==> config.mk <==
export PLATFORM = sky130hd
export DESIGN_NAME = vsw_capture
export DESIGN_NICKNAME = d
export VERILOG_FILES = /design/src/rtl/vsw_pkg.sv /design/src/rtl/vsw_bounds_regs.sv /design/src/rtl/vsw_window.sv /design/src/rtl/vsw_misr.sv /design/src/rtl/vsw_capture.sv
export SDC_FILE = /design/constraint.sdc
export NUM_CORES = 1
export LEC_CHECK = 0
export CORE_MARGIN = 4
export CORE_UTILIZATION = 51
export CTS_CLUSTER_DIAMETER = 200
export CTS_CLUSTER_SIZE = 20
export DETAILED_ROUTE_END_ITERATION = 6
export HOLD_SLACK_MARGIN = 0.02
export PLACE_DENSITY = 0.81
export SLEW_MARGIN = 20
export SYNTH_ARGS = -nofsm -noshare
export SYNTH_HDL_FRONTEND = slang
export SYNTH_SLANG_ARGS = --single-unit
==> constraint.sdc <==
create_clock -name clk -period 1.4 [get_ports clk]
set_input_delay 0.14 -clock clk [delete_from_list [all_inputs] [get_ports clk]]
set_output_delay 0.14 -clock clk [all_outputs]
set_load 0.01 [all_outputs]
==> src/rtl/vsw_pkg.sv <==
// Package: shared widths and signature constants for the video signature
// capture window. Assumes 32-bit register words with two 16-bit halves.
package vsw_pkg;
    localparam int CNT_W  = 11;
    localparam int PIX_W  = 24;
    localparam int SIG_W  = 32;
    localparam int REG_W  = 32;
    localparam int HALF_W = REG_W / 2;
    localparam logic [31:0] SIG_TAPS = 32'h0040_0007;
    localparam logic [31:0] SIG_SEED = 32'hFFFF_FFFF;

    typedef enum logic [1:0] {
        WORD_HBOUND = 2'd0,
        WORD_VBOUND = 2'd1,
        WORD_RESULT = 2'd2,
        WORD_NONE   = 2'd3
    } word_e;
endpackage

==> src/rtl/vsw_bounds_regs.sv <==
// Bounds register file: holds the horizontal and vertical open/close values
// and multiplexes the read data. Assumes CNT_W <= HALF_W. The result word
// is supplied from outside and cannot be written here.
module vsw_bounds_regs
    import vsw_pkg::*;
#(
    parameter int CW = CNT_W,
    parameter int SW = SIG_W
) (
    input  logic          clk,
    input  logic          rst_n,
    input  logic          wr_en,
    input  logic [1:0]    addr,
    input  logic [REG_W-1:0] wdata,
    input  logic [SW-1:0] result,
    output logic [REG_W-1:0] rdata,
    output logic [CW-1:0] h_open,
    output logic [CW-1:0] h_close,
    output logic [CW-1:0] v_open,
    output logic [CW-1:0] v_close
);
    localparam int PAD = HALF_W - CW;

    // Writes to the two bounds words; other words are not writable here.
    always_ff @(posedge clk) begin
        if (!rst_n) begin
            h_open  <= '0;
            h_close <= '0;
            v_open  <= '0;
            v_close <= '0;
        end else if (wr_en) begin
            if (word_e'(addr) == WORD_HBOUND) begin
                h_open  <= wdata[CW-1:0];
                h_close <= wdata[HALF_W+CW-1:HALF_W];
            end else if (word_e'(addr) == WORD_VBOUND) begin
                v_open  <= wdata[CW-1:0];
                v_close <= wdata[HALF_W+CW-1:HALF_W];
            end
        end
    end

    // Read mux; the unused upper bits of each half read as zero.
    always_comb begin
        case (word_e'(addr))
            WORD_HBOUND: rdata = {{PAD{1'b0}}, h_close, {PAD{1'b0}}, h_open};
            WORD_VBOUND: rdata = {{PAD{1'b0}}, v_close, {PAD{1'b0}}, v_open};
            WORD_RESULT: rdata = REG_W'(result);
            default:     rdata = '0;
        endcase
    end
endmodule

==> src/rtl/vsw_window.sv <==
// One-axis window flag: set when the down counter hits the open value,
// cleared when it hits the close value or when the clear input is high.
// Clearing takes priority over opening. Assumes one count per clock.
module vsw_window #(
    parameter int CW = 11
) (
    input  logic          clk,
    input  logic          rst_n,
    input  logic [CW-1:0] count,
    input  logic [CW-1:0] open_at,
    input  logic [CW-1:0] close_at,
    input  logic          clear,
    output logic          active
);
    logic hit_open;
    logic hit_close;

    // Compare the counter with both bounds.
    always_comb begin
        hit_open  = (count == open_at);
        hit_close = (count == close_at);
    end

    // Flag update with close/clear priority.
    always_ff @(posedge clk) begin
        if (!rst_n)
            active <= 1'b0;
        else if (clear || hit_close)
            active <= 1'b0;
        else if (hit_open)
            active <= 1'b1;
    end
endmodule

==> src/rtl/vsw_misr.sv <==
// Multiple-input signature register: folds one pixel per enabled clock
// into a left-shifting LFSR with the given tap mask. It reloads the seed
// on reseed, which has priority over folding. Assumes PW <= SW.
module vsw_misr #(
    parameter int          SW   = 32,
    parameter int          PW   = 24,
    parameter logic [SW-1:0] TAPS = '0,
    parameter logic [SW-1:0] SEED = '1
) (
    input  logic          clk,
    input  logic          rst_n,
    input  logic          en,
    input  logic          reseed,
    input  logic [PW-1:0] pix,
    output logic [SW-1:0] sig
);
    localparam int EXT = SW - PW;

    logic [SW-1:0] feedback;
    logic [SW-1:0] folded;

    // One signature step: shift, apply taps on carry-out, mix in the pixel.
    always_comb begin
        feedback = sig[SW-1] ? TAPS : '0;
        folded   = {sig[SW-2:0], 1'b0} ^ feedback ^ {{EXT{1'b0}}, pix};
    end

    // Signature state register.
    always_ff @(posedge clk) begin
        if (!rst_n)
            sig <= SEED;
        else if (reseed)
            sig <= SEED;
        else if (en)
            sig <= folded;
    end
endmodule

==> src/rtl/vsw_capture.sv <==
// Top of the video signature capture window. Two window flags bounded by
// down-counter matches are ANDed into the signature enable. The signature
// is latched into a read-only result word and reseeded on each frame sync.
// Assumes the counters and pixel advance once per clk.
module vsw_capture
    import vsw_pkg::*;
#(
    parameter int CW = CNT_W,
    parameter int PW = PIX_W,
    parameter int SW = SIG_W
) (
    input  logic             clk,
    input  logic             rst_n,
    input  logic [CW-1:0]    h_count,
    input  logic [CW-1:0]    v_count,
    input  logic             frame_sync,
    input  logic [PW-1:0]    pix_data,
    input  logic             wr_en,
    input  logic [1:0]       addr,
    input  logic [REG_W-1:0] wdata,
    output logic [REG_W-1:0] rdata,
    output logic             sig_en
);
    logic [CW-1:0] h_open, h_close, v_open, v_close;
    logic          h_win, v_win;
    logic [SW-1:0] sig;
    logic [SW-1:0] result;

    vsw_bounds_regs #(.CW(CW), .SW(SW)) u_regs (
        .clk(clk), .rst_n(rst_n), .wr_en(wr_en), .addr(addr),
        .wdata(wdata), .result(result), .rdata(rdata),
        .h_open(h_open), .h_close(h_close),
        .v_open(v_open), .v_close(v_close)
    );

    vsw_window #(.CW(CW)) u_hwin (
        .clk(clk), .rst_n(rst_n), .count(h_count),
        .open_at(h_open), .close_at(h_close),
        .clear(1'b0), .active(h_win)
    );

    vsw_window #(.CW(CW)) u_vwin (
        .clk(clk), .rst_n(rst_n), .count(v_count),
        .open_at(v_open), .close_at(v_close),
        .clear(frame_sync), .active(v_win)
    );

    // Enable is high only inside both axis windows.
    always_comb sig_en = h_win & v_win;

    vsw_misr #(.SW(SW), .PW(PW), .TAPS(SW'(SIG_TAPS)), .SEED(SW'(SIG_SEED))) u_misr (
        .clk(clk), .rst_n(rst_n), .en(sig_en), .reseed(frame_sync),
        .pix(pix_data), .sig(sig)
    );

    // Capture the finished signature at the end of each frame.
    always_ff @(posedge clk) begin
        if (!rst_n)
            result <= '0;
        else if (frame_sync)
            result <= sig;
    end
endmodule

==> metrics.yaml, run 1 <==
sta:
  slew-limit-headroom: 0.666
  fmax_mhz: 720
  min_period_ns: 1.39
  tightest_slew_ns: 0.501
  post-route-period-util: 0.992
  drv_slew: 0
  hold_viol: 0
  rsz0062_at_grt: "yes"
  tns_ns: 0
  setup_viol: 0
  fin_skew_ns: 0.0168
critical_path:
  path_delay_family: "flip-flops"
  cp_max_fo: 3
  crit_chain: "mux2i_2 -> o21ai_1 -> dlygate4sd2_1"
  reg2reg_slack_ns: 0.08
  cpPeakStageDelay_ns: 0.36
  cp.buffers_inverters: 1
  timing.rr.start: "u_regs.h_open[8]"
  arrival_ns: 1.25
  endpoint: "rdata[23]"
  reg2reg_depth: 5
  startpoint: "u_regs.h_close[7]"
  startpoint_type: "register"
  crit_slowest_cell: "dfxtp_2"
  path_depth: 3
  cp.required_ns: 1.26
  rr_endpoint: "u_hwin.active"
  criticalPathCategory: "reg2out"
  endpoint_kind: "output pin"
synth:
  syn-cell-area_um2: 5220
  synth-seq-cells: 110
  ys_seq_area_frac: 0.422
  synth_cells: 590
  avgSynthCellArea_um2: 8.84
  synth.distinct_cells: 28
  synthesis.nets: 674
  yosysWarnings: 0
drt:
  dr.pass1.iters: 7
  routed_wl_mm: 14.8
  ant_nets: 0
  drt_iter0_markers: 264
  drcViolationCount: 0
  vias: 4551
  drt-vias-per-instance: 5.32
  post_drt_wl_per_cell_um: 17.3
global_routing:
  grt_first_pass_wirelength_mm: 23.3
  antenna_found_initial: 0
  track_usage: 0.254
  grt_max_degree: 57
  grt_pass1_vias: 4569
  gr-total-overflow: 0
power:
  powerDensity_nw_per_um2: 907
  finalPower_mw: 6.25
  max-vdd-ir-drop_v: 0.000635
  p_leak_nw: 2.95
clocking:
  clk_pin_slew_ns: 0.12
  cts_hold_buf: 0
  cts_root_buffer: "clkbuf_8"
  cts_tree: "built"
  clk_path_buf_depth: 2
  cts_max_level: 3
  cts_buffers: 9
  clk_latency_ns: 0.38
  cts.sinks: 110
finish:
  n_fill_cell: 758
  n_antenna_cell: 0
  layout-drive-gt1-share: 0.180
  nNetsFinal: 801
  syn2layout_area_growth_pct: 32.2
  fin_util: 0.699
floorplan:
  die_w_um: 109
  std_cell_rows: 36
  dieArea_um2: 11900
  core_um2: 9860
  pin_count: 117
  fp.dieH_um: 109
  initial_utilization: 0.529
worst_hold_path:
  hold_path_depth: 3
  hold_path_class: "in2reg"
run_status:
  status: "finished, final reports clean"
run:
  cap_violations: 0
placement:
  io_buffers: 106
  place.gp.congestion: 0.925
  post-dp-hpwl_mm: 10.5
flip-flops by register name, indices dropped and copies added, names as in the netlist:
register	count
result	32
u_misr.sig	32
u_regs.h_close	11
u_regs.h_open	11
u_regs.v_close	11
u_regs.v_open	11
u_hwin.active	1
u_vwin.active	1
repair_timing:
action                                  4_1_cts  5_1_grt
cloned                                        3        0
resized for setup                           105       39
setup buffers                                 3        1
endpoints found under the setup margin       33       28
cell usage after synthesis:
| cell type | instances | area [um^2] |
|---|---|---|
| nor4_1 | 4 | 25.0 |
| buf_2 | 21 | 105 |
| clkbuf_1 | 12 | 45.0 |
| nand2_1 | 151 | 567 |
| nor2_1 | 2 | 7.51 |
| dfxtp_1 | 110 | 2200 |
| and2_1 | 10 | 62.6 |
| buf_1 | 2 | 7.51 |
| xor2_1 | 25 | 219 |
| a31oi_1 | 2 | 12.5 |
| o31ai_1 | 2 | 15.0 |
| nor2b_1 | 33 | 206 |
| o21ai_1 | 22 | 110 |
| o211ai_1 | 24 | 180 |
| and3b_1 | 1 | 8.76 |
| nand4_1 | 4 | 25.0 |
| or3b_4 | 1 | 11.3 |
| nand3_1 | 10 | 50.1 |
| mux2i_1 | 54 | 541 |
| inv_2 | 1 | 3.75 |
| buf_4 | 1 | 7.51 |
| buf_6 | 3 | 33.8 |
| nor3_1 | 2 | 10.0 |
| nand3b_1 | 1 | 7.51 |
| and2b_1 | 1 | 7.51 |
| xnor2_1 | 46 | 403 |
| nor3b_2 | 1 | 12.5 |
| a21boi_1 | 44 | 330 |
layout make-up:
class | instances | area, um^2 | share of cell area
Clock inverter | 6 | 57.6 | 0.00835
Inverter | 1 | 3.75 | 0.000544
Tap cell | 133 | 166 | 0.0241
Timing Repair Buffer | 155 | 1420 | 0.206
Clock buffer | 10 | 138 | 0.0200
Multi-Input combinational cell | 440 | 2890 | 0.419
Sequential cell | 110 | 2220 | 0.322
power breakdown:
part / internal, mW / switching (mW) / total, mW
logic: 0.559 / 0.456 / 1.02
registers: 3.24 / 0.0785 / 3.32
clock network: 0.746 / 1.17 / 1.92
total: 4.54 / 1.71 / 6.25
through the flow:
step / hold slack [ns] / area [um^2] / instances / setup slack [ns]
2_1_floorplan: 0.275 / 5220 / 590 / 0.320
6_report: 0.180 / 6900 / 855 / 0.0110
3_3_place_gp: 0.468 / 6620 / 832 / -0.577
5_1_grt: 0.176 / 6900 / 855 / -0.0345
3_5_place_dp: 0.474 / 6620 / 832 / -0.597
4_1_cts: 0.173 / 6940 / 854 / -0.0124
cell families after synthesis:
logic type             share of synthesized area
multiplexers                               0.104
flip-flops                                 0.422
buffers and inverters                     0.0389
AO/OA/AOI/OAI                              0.124
AND/OR/NAND/NOR                            0.192
XOR/XNOR                                   0.119
cell usage in the layout, fill, tap and decap left out, drive strengths merged, types with 3 or more instances in the layout:
master / synthesis / layout
nand2: 151 / 151
dfxtp: 110 / 110
clkdlybuf4s50: 0 / 69
buf: 27 / 61
mux2i: 54 / 54
xnor2: 46 / 46
a21boi: 44 / 44
nor2b: 33 / 33
clkbuf: 12 / 29
xor2: 25 / 25
o211ai: 24 / 24
o21ai: 22 / 22
and2: 10 / 10
nand3: 10 / 10
inv: 1 / 6
nor4: 4 / 4
nand4: 4 / 4
dlygate4sd2: 0 / 3
worst min-delay path by stage:
stage	startpoint	end	slack [ns]
6_report	frame_sync	result[26]	0.18
5_1_grt	frame_sync	result[26]	0.18
4_1_cts	frame_sync	result[26]	0.17
3_5_place_dp	u_regs.v_open[4]	u_regs.v_open[4]	0.47
3_3_place_gp	u_regs.v_open[4]	u_regs.v_open[4]	0.47
2_1_floorplan	wdata[16]	u_regs.h_close[0]	0.27
per-layer routing:
layer | vias to the layer above | global-route usage | routed length (um)
li1 | 2218 | - | -
met1 | 2128 | 0.320 | 6140
met2 | 176 | 0.431 | 7210
met3 | 29 | 0.0450 | 1010
met4 | 0 | 0.0965 | 404
met5 | - | 0 | 0
worst register-to-register path, delay by kind of cell (launching register included):
family / cells / cell delay, ns
xor+xnor: 1 / 0.18
compound gates: 1 / 0.14
simple gates: 2 / 0.42
flops: 1 / 0.36
buf+inv: 1 / 0.17
No activity file was read; power rests on OpenSTA's default activity.
==> inputs of run 2 (changes only) <==
Settings changed: PLACE_DENSITY 0.81 to 0.83.
==> run 2 against run 1 <==
Against the previous run:
- the run now ends with negative setup slack left
- worst hold slack got worse by 0.0054 ns
- worst setup slack worse by 0.024 ns
- count of clock-buffer cells in the layout unchanged
- final cell count down 0.47%
- register-to-register slack improved by 0.03 ns
- die area stayed put
- critical path depth grew 2
- clock skew shrank 0.0084 ns
- sequential power barely moved
- sequential share of layout area shrank 0.052 points
- fmax down 1.7%
- utilization up 0.51 points
- critical endpoint is now rdata[3]
- largest cell class unchanged
- largest power group unchanged
==> metrics.yaml, run 2 (same netlist as run 1, synthesis figures left out) <==
drt:
  ant_nets: 0  # unchanged
  vias: 4559  # was 4,551
  drt-vias-per-instance: 5.36  # was 5.32
  drcViolationCount: 0  # unchanged
  routed_wl_mm: 14.9  # was 14.8 mm
  drt_iter0_markers: 259  # was 264
  post_drt_wl_per_cell_um: 17.5  # was 17.3 um
  dr.pass1.iters: 5  # was 7
sta:
  min_period_ns: 1.41  # was 1.39 ns
  post-route-worst-setup-slack_ns: -0.0132  # was 0.0110 ns
  hold_viol: 0  # unchanged
  rsz0062_at_grt: "yes"  # unchanged
  post-route-period-util: 1.01  # was 0.992
  tightest_slew_ns: 0.508  # was 0.501 ns
  slew-limit-headroom: 0.661  # was 0.666
  fin_skew_ns: 0.00840  # was 0.0168 ns
  setup_viol: 2  # was 0
  fmax_mhz: 708  # was 720 MHz
  drv_slew: 0  # unchanged
critical_path:
  cp.required_ns: 1.26  # about the same
  startpoint_type: "primary input"  # was register
  endpoint_kind: "output pin"  # unchanged
  crit_slowest_cell: "bufbuf_16"  # was dfxtp_2
  arrival_ns: 1.27  # was 1.25 ns
  criticalPathCategory: "in2out"  # was reg2out
  crit_chain: "clkdlybuf4s15_2 -> bufbuf_16 -> mux2i_2 -> o21ai_1 -> dlygate4sd2_1"  # was mux2i_2 -> o21ai_1 -> dlygate4sd2_1
  cpPeakStageDelay_ns: 0.31  # was 0.36 ns
  cp_max_fo: 13  # was 3
power:
  powerDensity_nw_per_um2: 921  # was 907 nW/um^2
  max-vdd-ir-drop_v: 0.000441  # was 0.000635 V
  pwr-share-seq: 0.518  # was 0.530
  switchingPower_mw: 1.69  # was 1.71 mW
  internal_power_mw: 4.71  # was 4.54 mW
  p_sw_frac: 0.264  # was 0.273
  p_leak_nw: 2.95  # about the same
  finalPower_mw: 6.40  # was 6.25 mW
  p_comb_frac: 0.159  # was 0.162
  pwr-share-clk: 0.323  # was 0.307
clocking:
  cts_hold_buf: 0  # unchanged
  cts_tree: "built"  # unchanged
  clk_path_buf_depth: 2  # unchanged
  cts_max_level: 3  # unchanged
  cts.sinks: 110  # unchanged
  clk_pin_slew_ns: 0.10  # was 0.12 ns
  cts_root_buffer: "clkbuf_8"  # unchanged
  cts_buffers: 9  # unchanged
  clk_latency_ns: 0.37  # was 0.38 ns
floorplan:
  pin_count: 117  # unchanged
  std_cell_rows: 36  # unchanged
  die_w_um: 109  # unchanged
  initial_utilization: 0.529  # unchanged
  fp.dieH_um: 109  # unchanged
  dieArea_um2: 11900  # unchanged
  core_um2: 9860  # unchanged
finish:
  final_common_cell: "nand2_1"  # unchanged
  n_antenna_cell: 0  # unchanged
  biggestRegsByFlops: "result x32, u_misr.sig x32"  # unchanged
  syn2layout_area_growth_pct: 33.1  # was 32.2%
  final_cell_mix: "nand2_1, dfxtp_1, clkdlybuf4s50_1"  # unchanged
  fin_util: 0.704  # was 0.699
  nNetsFinal: 797  # was 801
  layout-drive-gt1-share: 0.174  # was 0.180
global_routing:
  grt_first_pass_wirelength_mm: 23.4  # was 23.3 mm
  grt_max_degree: 78  # was 57
  gr-total-overflow: 0  # unchanged
  track_usage: 0.254  # about the same
  antenna_found_initial: 0  # unchanged
  grt_pass1_vias: 4658  # was 4,569
run:
  cap_violations: 0  # unchanged
worst_hold_path:
  hold_path_class: "in2reg"  # unchanged
run_status:
  status: "finished with violations"  # was finished, final reports clean
  violations: "negative setup slack"
placement:
  place.gp.congestion: 0.951  # was 0.925
  post-dp-hpwl_mm: 10.6  # was 10.5 mm
  io_buffers: 106  # unchanged
## run 2: cell count changes in the layout (fill, tap and decap cells not counted), sizes merged
cell / change
dlygate4sd2: +4
clkdlybuf4s15: +3
clkbuf: -7
clkinvlp: +2
bufinv: +1
clkinv: -1
inv: -2
buf: -4
## run 2: final timing paths
path	from	to	slack [ns]	depth (start not counted)
setup reg to reg	u_regs.v_open[1]	u_vwin.active	0.11	5
hold reg to reg	u_regs.h_open[8]	u_regs.h_open[8]	0.48	2
hold / removal	frame_sync	result[23]	0.17	3
setup / recovery	addr[0]	rdata[3]	-0.01	5
## run 2: worst max-delay path, delay by kind of cell
kind	cells	cell delay (ns)
multiplexers	1	0.25
buffers and inverters	3	0.81
AO/OA/AOI/OAI	1	0.07
## run 2: power by group through the flow
| stage | combinational [mW] | clock, mW | sequential (mW) |
|---|---|---|---|
| after floorplan | 0.478 | 0 | 3.36 |
| after global routing | 1.09 | 2.20 | 3.32 |
| after global placement | 0.956 | 0 | 3.38 |
| final | 1.02 | 2.07 | 3.31 |
| after CTS | 1.02 | 2.07 | 3.31 |
| after detailed placement | 0.980 | 0 | 3.38 |
## run 2: stage by stage
stage	hold slack, ns	TNS, ns	worst slack (ns)	std cells	instance area, um^2
3_5_place_dp	0.477	-25.78	-0.564	828	6610
3_3_place_gp	0.467	-23.60	-0.557	828	6610
6_report	0.174	-0.0193	-0.0132	851	6950
2_1_floorplan	0.275	0	0.320	590	5220
5_1_grt	0.186	-0.293	-0.0763	851	6950
4_1_cts	0.165	-0.0997	-0.0569	851	7020
## run 2: area by class of cell
| type | instances | area [um^2] |
|---|---|---|
| inverters | 1 | 3.75 |
| clock inverters | 6 | 76.3 |
| well taps | 133 | 166 |
| repair buffers | 151 | 1440 |
| multi-input cells | 440 | 2890 |
| clock buffers | 10 | 138 |
| flip-flops and latches | 110 | 2230 |
| fillers | 762 | 2920 |
## run 2: what timing repair did
| item | in CTS | in global routing |
|---|---|---|
| setup buffers | 4 | 0 |
| hold endpoints to repair | 0 | 0 |
| gates resized for setup | 106 | 36 |
| pin swaps | 0 | 0 |
| endpoints found under the setup margin | 33 | 30 |
| cloned | 3 | 0 |
## run 2: layer usage
layer / vias to the layer above / routed length [um] / global-route usage
li1: 2199 / - / -
met1: 2157 / 6050 / 0.306
met2: 165 / 7510 / 0.448
met3: 38 / 882 / 0.0509
met4: 0 / 424 / 0.0884
met5: - / 0 / 0
==> inputs of run 3 (changes only) <==
Settings changed: MAX_ROUTING_LAYER set to met4.
==> run 3 against run 2 <==
Against the previous run:
- the run now ends clean
- count of clock-buffer cells in the layout down 1
- utilization down 1.3 points
- clock skew up 0.014 ns
- total power down 2.7%
- clock power down 6%
- die area unchanged
- combinational power down 4%
- global-route usage up 0.45 points
- first-iteration DRC count down 16%
- design area down 1.9%
- highest routed layer unchanged
- largest cell class unchanged
- non-clock buffer count up 6
==> metrics.yaml, run 3 (same netlist as run 1, synthesis figures left out) <==
critical_path:
  endpoint_kind: "output pin"  # unchanged
  cpPeakStageDelay_ns: 0.29  # was 0.31 ns
  crit_chain: "clkdlybuf4s15_2 -> and2b_2 -> buf_4 -> nand2_1 -> o21ai_1 -> clkdlybuf4s15_1"  # was clkdlybuf4s15_2 -> bufbuf_16 -> mux2i_2 -> o21ai_1 -> dlygate4sd2_1
  crit_slowest_cell: "and2b_2"  # was bufbuf_16
  rr_endpoint: "u_hwin.active"  # was u_vwin.active
  cp_max_fo: 9  # was 13
  reg2reg_slack_ns: 0.13  # was 0.11 ns
  criticalPathCategory: "in2out"  # unchanged
  cp.required_ns: 1.26  # about the same
  startpoint_type: "primary input"  # unchanged
  timing.rr.start: "u_regs.h_open[1]"  # was u_regs.v_open[1]
  path_delay_family: "buffers and inverters"  # unchanged
  arrival_ns: 1.21  # was 1.27 ns
  cp.buffers_inverters: 3  # unchanged
  reg2reg_depth: 5  # unchanged
worst_hold_path:
  holdPathEnd: "result[25]"  # was result[23]
  hold_path_class: "in2reg"  # unchanged
  hold_path_depth: 3  # unchanged
  min-delay-start: "frame_sync"  # unchanged
global_routing:
  grt_max_degree: 57  # was 78
  grt_first_pass_wirelength_mm: 23.2  # was 23.4 mm
  grt_pass1_vias: 4586  # was 4,658
  track_usage: 0.258  # was 0.254
  antenna_found_initial: 0  # unchanged
  gr-total-overflow: 0  # unchanged
sta:
  rsz0062_at_grt: "no"  # was yes
  setup_viol: 0  # was 2
  min_period_ns: 1.35  # was 1.41 ns
  slew-limit-headroom: 0.657  # was 0.661
  tightest_slew_ns: 0.515  # was 0.508 ns
  fin_hold_ws_ns: 0.168  # was 0.174 ns
  post-route-period-util: 0.965  # was 1.01
  fin_skew_ns: 0.0228  # was 0.00840 ns
  hold_viol: 0  # unchanged
  drv_slew: 0  # unchanged
  fmax_mhz: 740  # was 708 MHz
drt:
  dr.pass1.iters: 5  # unchanged
  ant_nets: 0  # unchanged
  routed_wl_mm: 14.3  # was 14.9 mm
  drt_iter0_markers: 217  # was 259
  drt-vias-per-instance: 5.27  # was 5.36
  vias: 4514  # was 4,559
  drcViolationCount: 0  # unchanged
  post_drt_wl_per_cell_um: 16.7  # was 17.5 um
floorplan:
  initial_utilization: 0.529  # unchanged
  core_um2: 9860  # unchanged
  std_cell_rows: 36  # unchanged
  fp.dieH_um: 109  # unchanged
  pin_count: 117  # unchanged
  die_w_um: 109  # unchanged
  dieArea_um2: 11900  # unchanged
power:
  powerDensity_nw_per_um2: 914  # was 921 nW/um^2
  p_leak_nw: 2.97  # was 2.95 nW
  finalPower_mw: 6.23  # was 6.40 mW
  max-vdd-ir-drop_v: 0.000752  # was 0.000441 V
finish:
  layout-drive-gt1-share: 0.178  # was 0.174
  final_common_cell: "nand2_1"  # unchanged
  fin_util: 0.691  # was 0.704
  n_fill_cell: 802  # was 762
  final_cell_mix: "nand2_1, dfxtp_1, clkdlybuf4s50_1"  # unchanged
  nNetsFinal: 803  # was 797
  n_antenna_cell: 0  # unchanged
  final_cells: 857  # was 851
  syn2layout_area_growth_pct: 30.7  # was 33.1%
  stdcell_area_um2: 6820  # was 6950 um^2
  biggestRegsByFlops: "result x32, u_misr.sig x32"  # unchanged
clocking:
  cts_hold_buf: 0  # unchanged
  clk_pin_slew_ns: 0.11  # was 0.10 ns
  cts_max_level: 3  # unchanged
  clk_path_buf_depth: 2  # unchanged
  cts.sinks: 110  # unchanged
  cts_buffers: 9  # unchanged
  cts_tree: "built"  # unchanged
  clk_latency_ns: 0.39  # was 0.37 ns
  cts_root_buffer: "clkbuf_8"  # unchanged
placement:
  post-dp-hpwl_mm: 10.7  # was 10.6 mm
  io_buffers: 106  # unchanged
  dpl_cell_area_um2: 6620  # was 6610 um^2
  dp.cells: 834  # was 828
  place.gp.congestion: 0.949  # was 0.951
run:
  cap_violations: 0  # unchanged
run_status:
  status: "finished, final reports clean"  # was finished with violations
[run 3: power by group]
part / internal [mW] / switching [mW] / total [mW]
Combinational: 0.538 / 0.437 / 0.975
Clock: 0.715 / 1.22 / 1.94
Sequential: 3.24 / 0.0766 / 3.32
[run 3: area by class of cell]
class / instances / area [um^2] / share of cell area
inverter: 1 / 3.75 / 0.000551
multi-input combinational: 440 / 2830 / 0.416
clock inverter: 7 / 80.1 / 0.0117
clock buffer: 9 / 124 / 0.0182
tap: 133 / 166 / 0.0244
timing repair buffer: 157 / 1380 / 0.203
sequential: 110 / 2230 / 0.327
[run 3: per-layer routing]
layer | up-vias | share of wire | global-route usage
met5 | - | 0 | -
met4 | 0 | 0.027 | 0.0803
met3 | 33 | 0.061 | 0.0616
met2 | 151 | 0.48 | 0.427
met1 | 2113 | 0.43 | 0.312
li1 | 2217 | - | -
[run 3: worst register-to-register path: stages, from the launching register on]
cell and delay (ns):
dfxtp_1 0.35, buf_4 0.15, xor2_1 0.16, nor4_2 0.31, a31oi_1 0.12, nor2_1 0.11
[run 3: through the flow]
stage          worst slack (ns)  setup TNS [ns]
2_1_floorplan             0.320               0
3_3_place_gp             -0.479          -25.78
3_5_place_dp             -0.546          -30.09
4_1_cts                 0.00101               0
5_1_grt                 0.00581               0
6_report                 0.0484               0
[run 3: how the worst max path moves through the flow]
stage / start / end / slack, ns / cells after the start
global route: addr[0] / rdata[6] / 0.006 / 6
detailed placement: addr[0] / rdata[10] / -0.55 / 6
finish: addr[0] / rdata[21] / 0.05 / 6
global placement: addr[0] / rdata[4] / -0.48 / 5
floorplan: u_hwin.active / u_misr.sig[0] / 0.32 / 4
CTS: addr[0] / rdata[16] / 0.001 / 7
[run 3: what timing repair did]
item / in CTS / in global routing
cloned: 2 / 0
endpoints found under the setup margin: 33 / 15
resized for setup: 128 / 25
pin swaps: 0 / 1
buffers inserted: 4 / 1
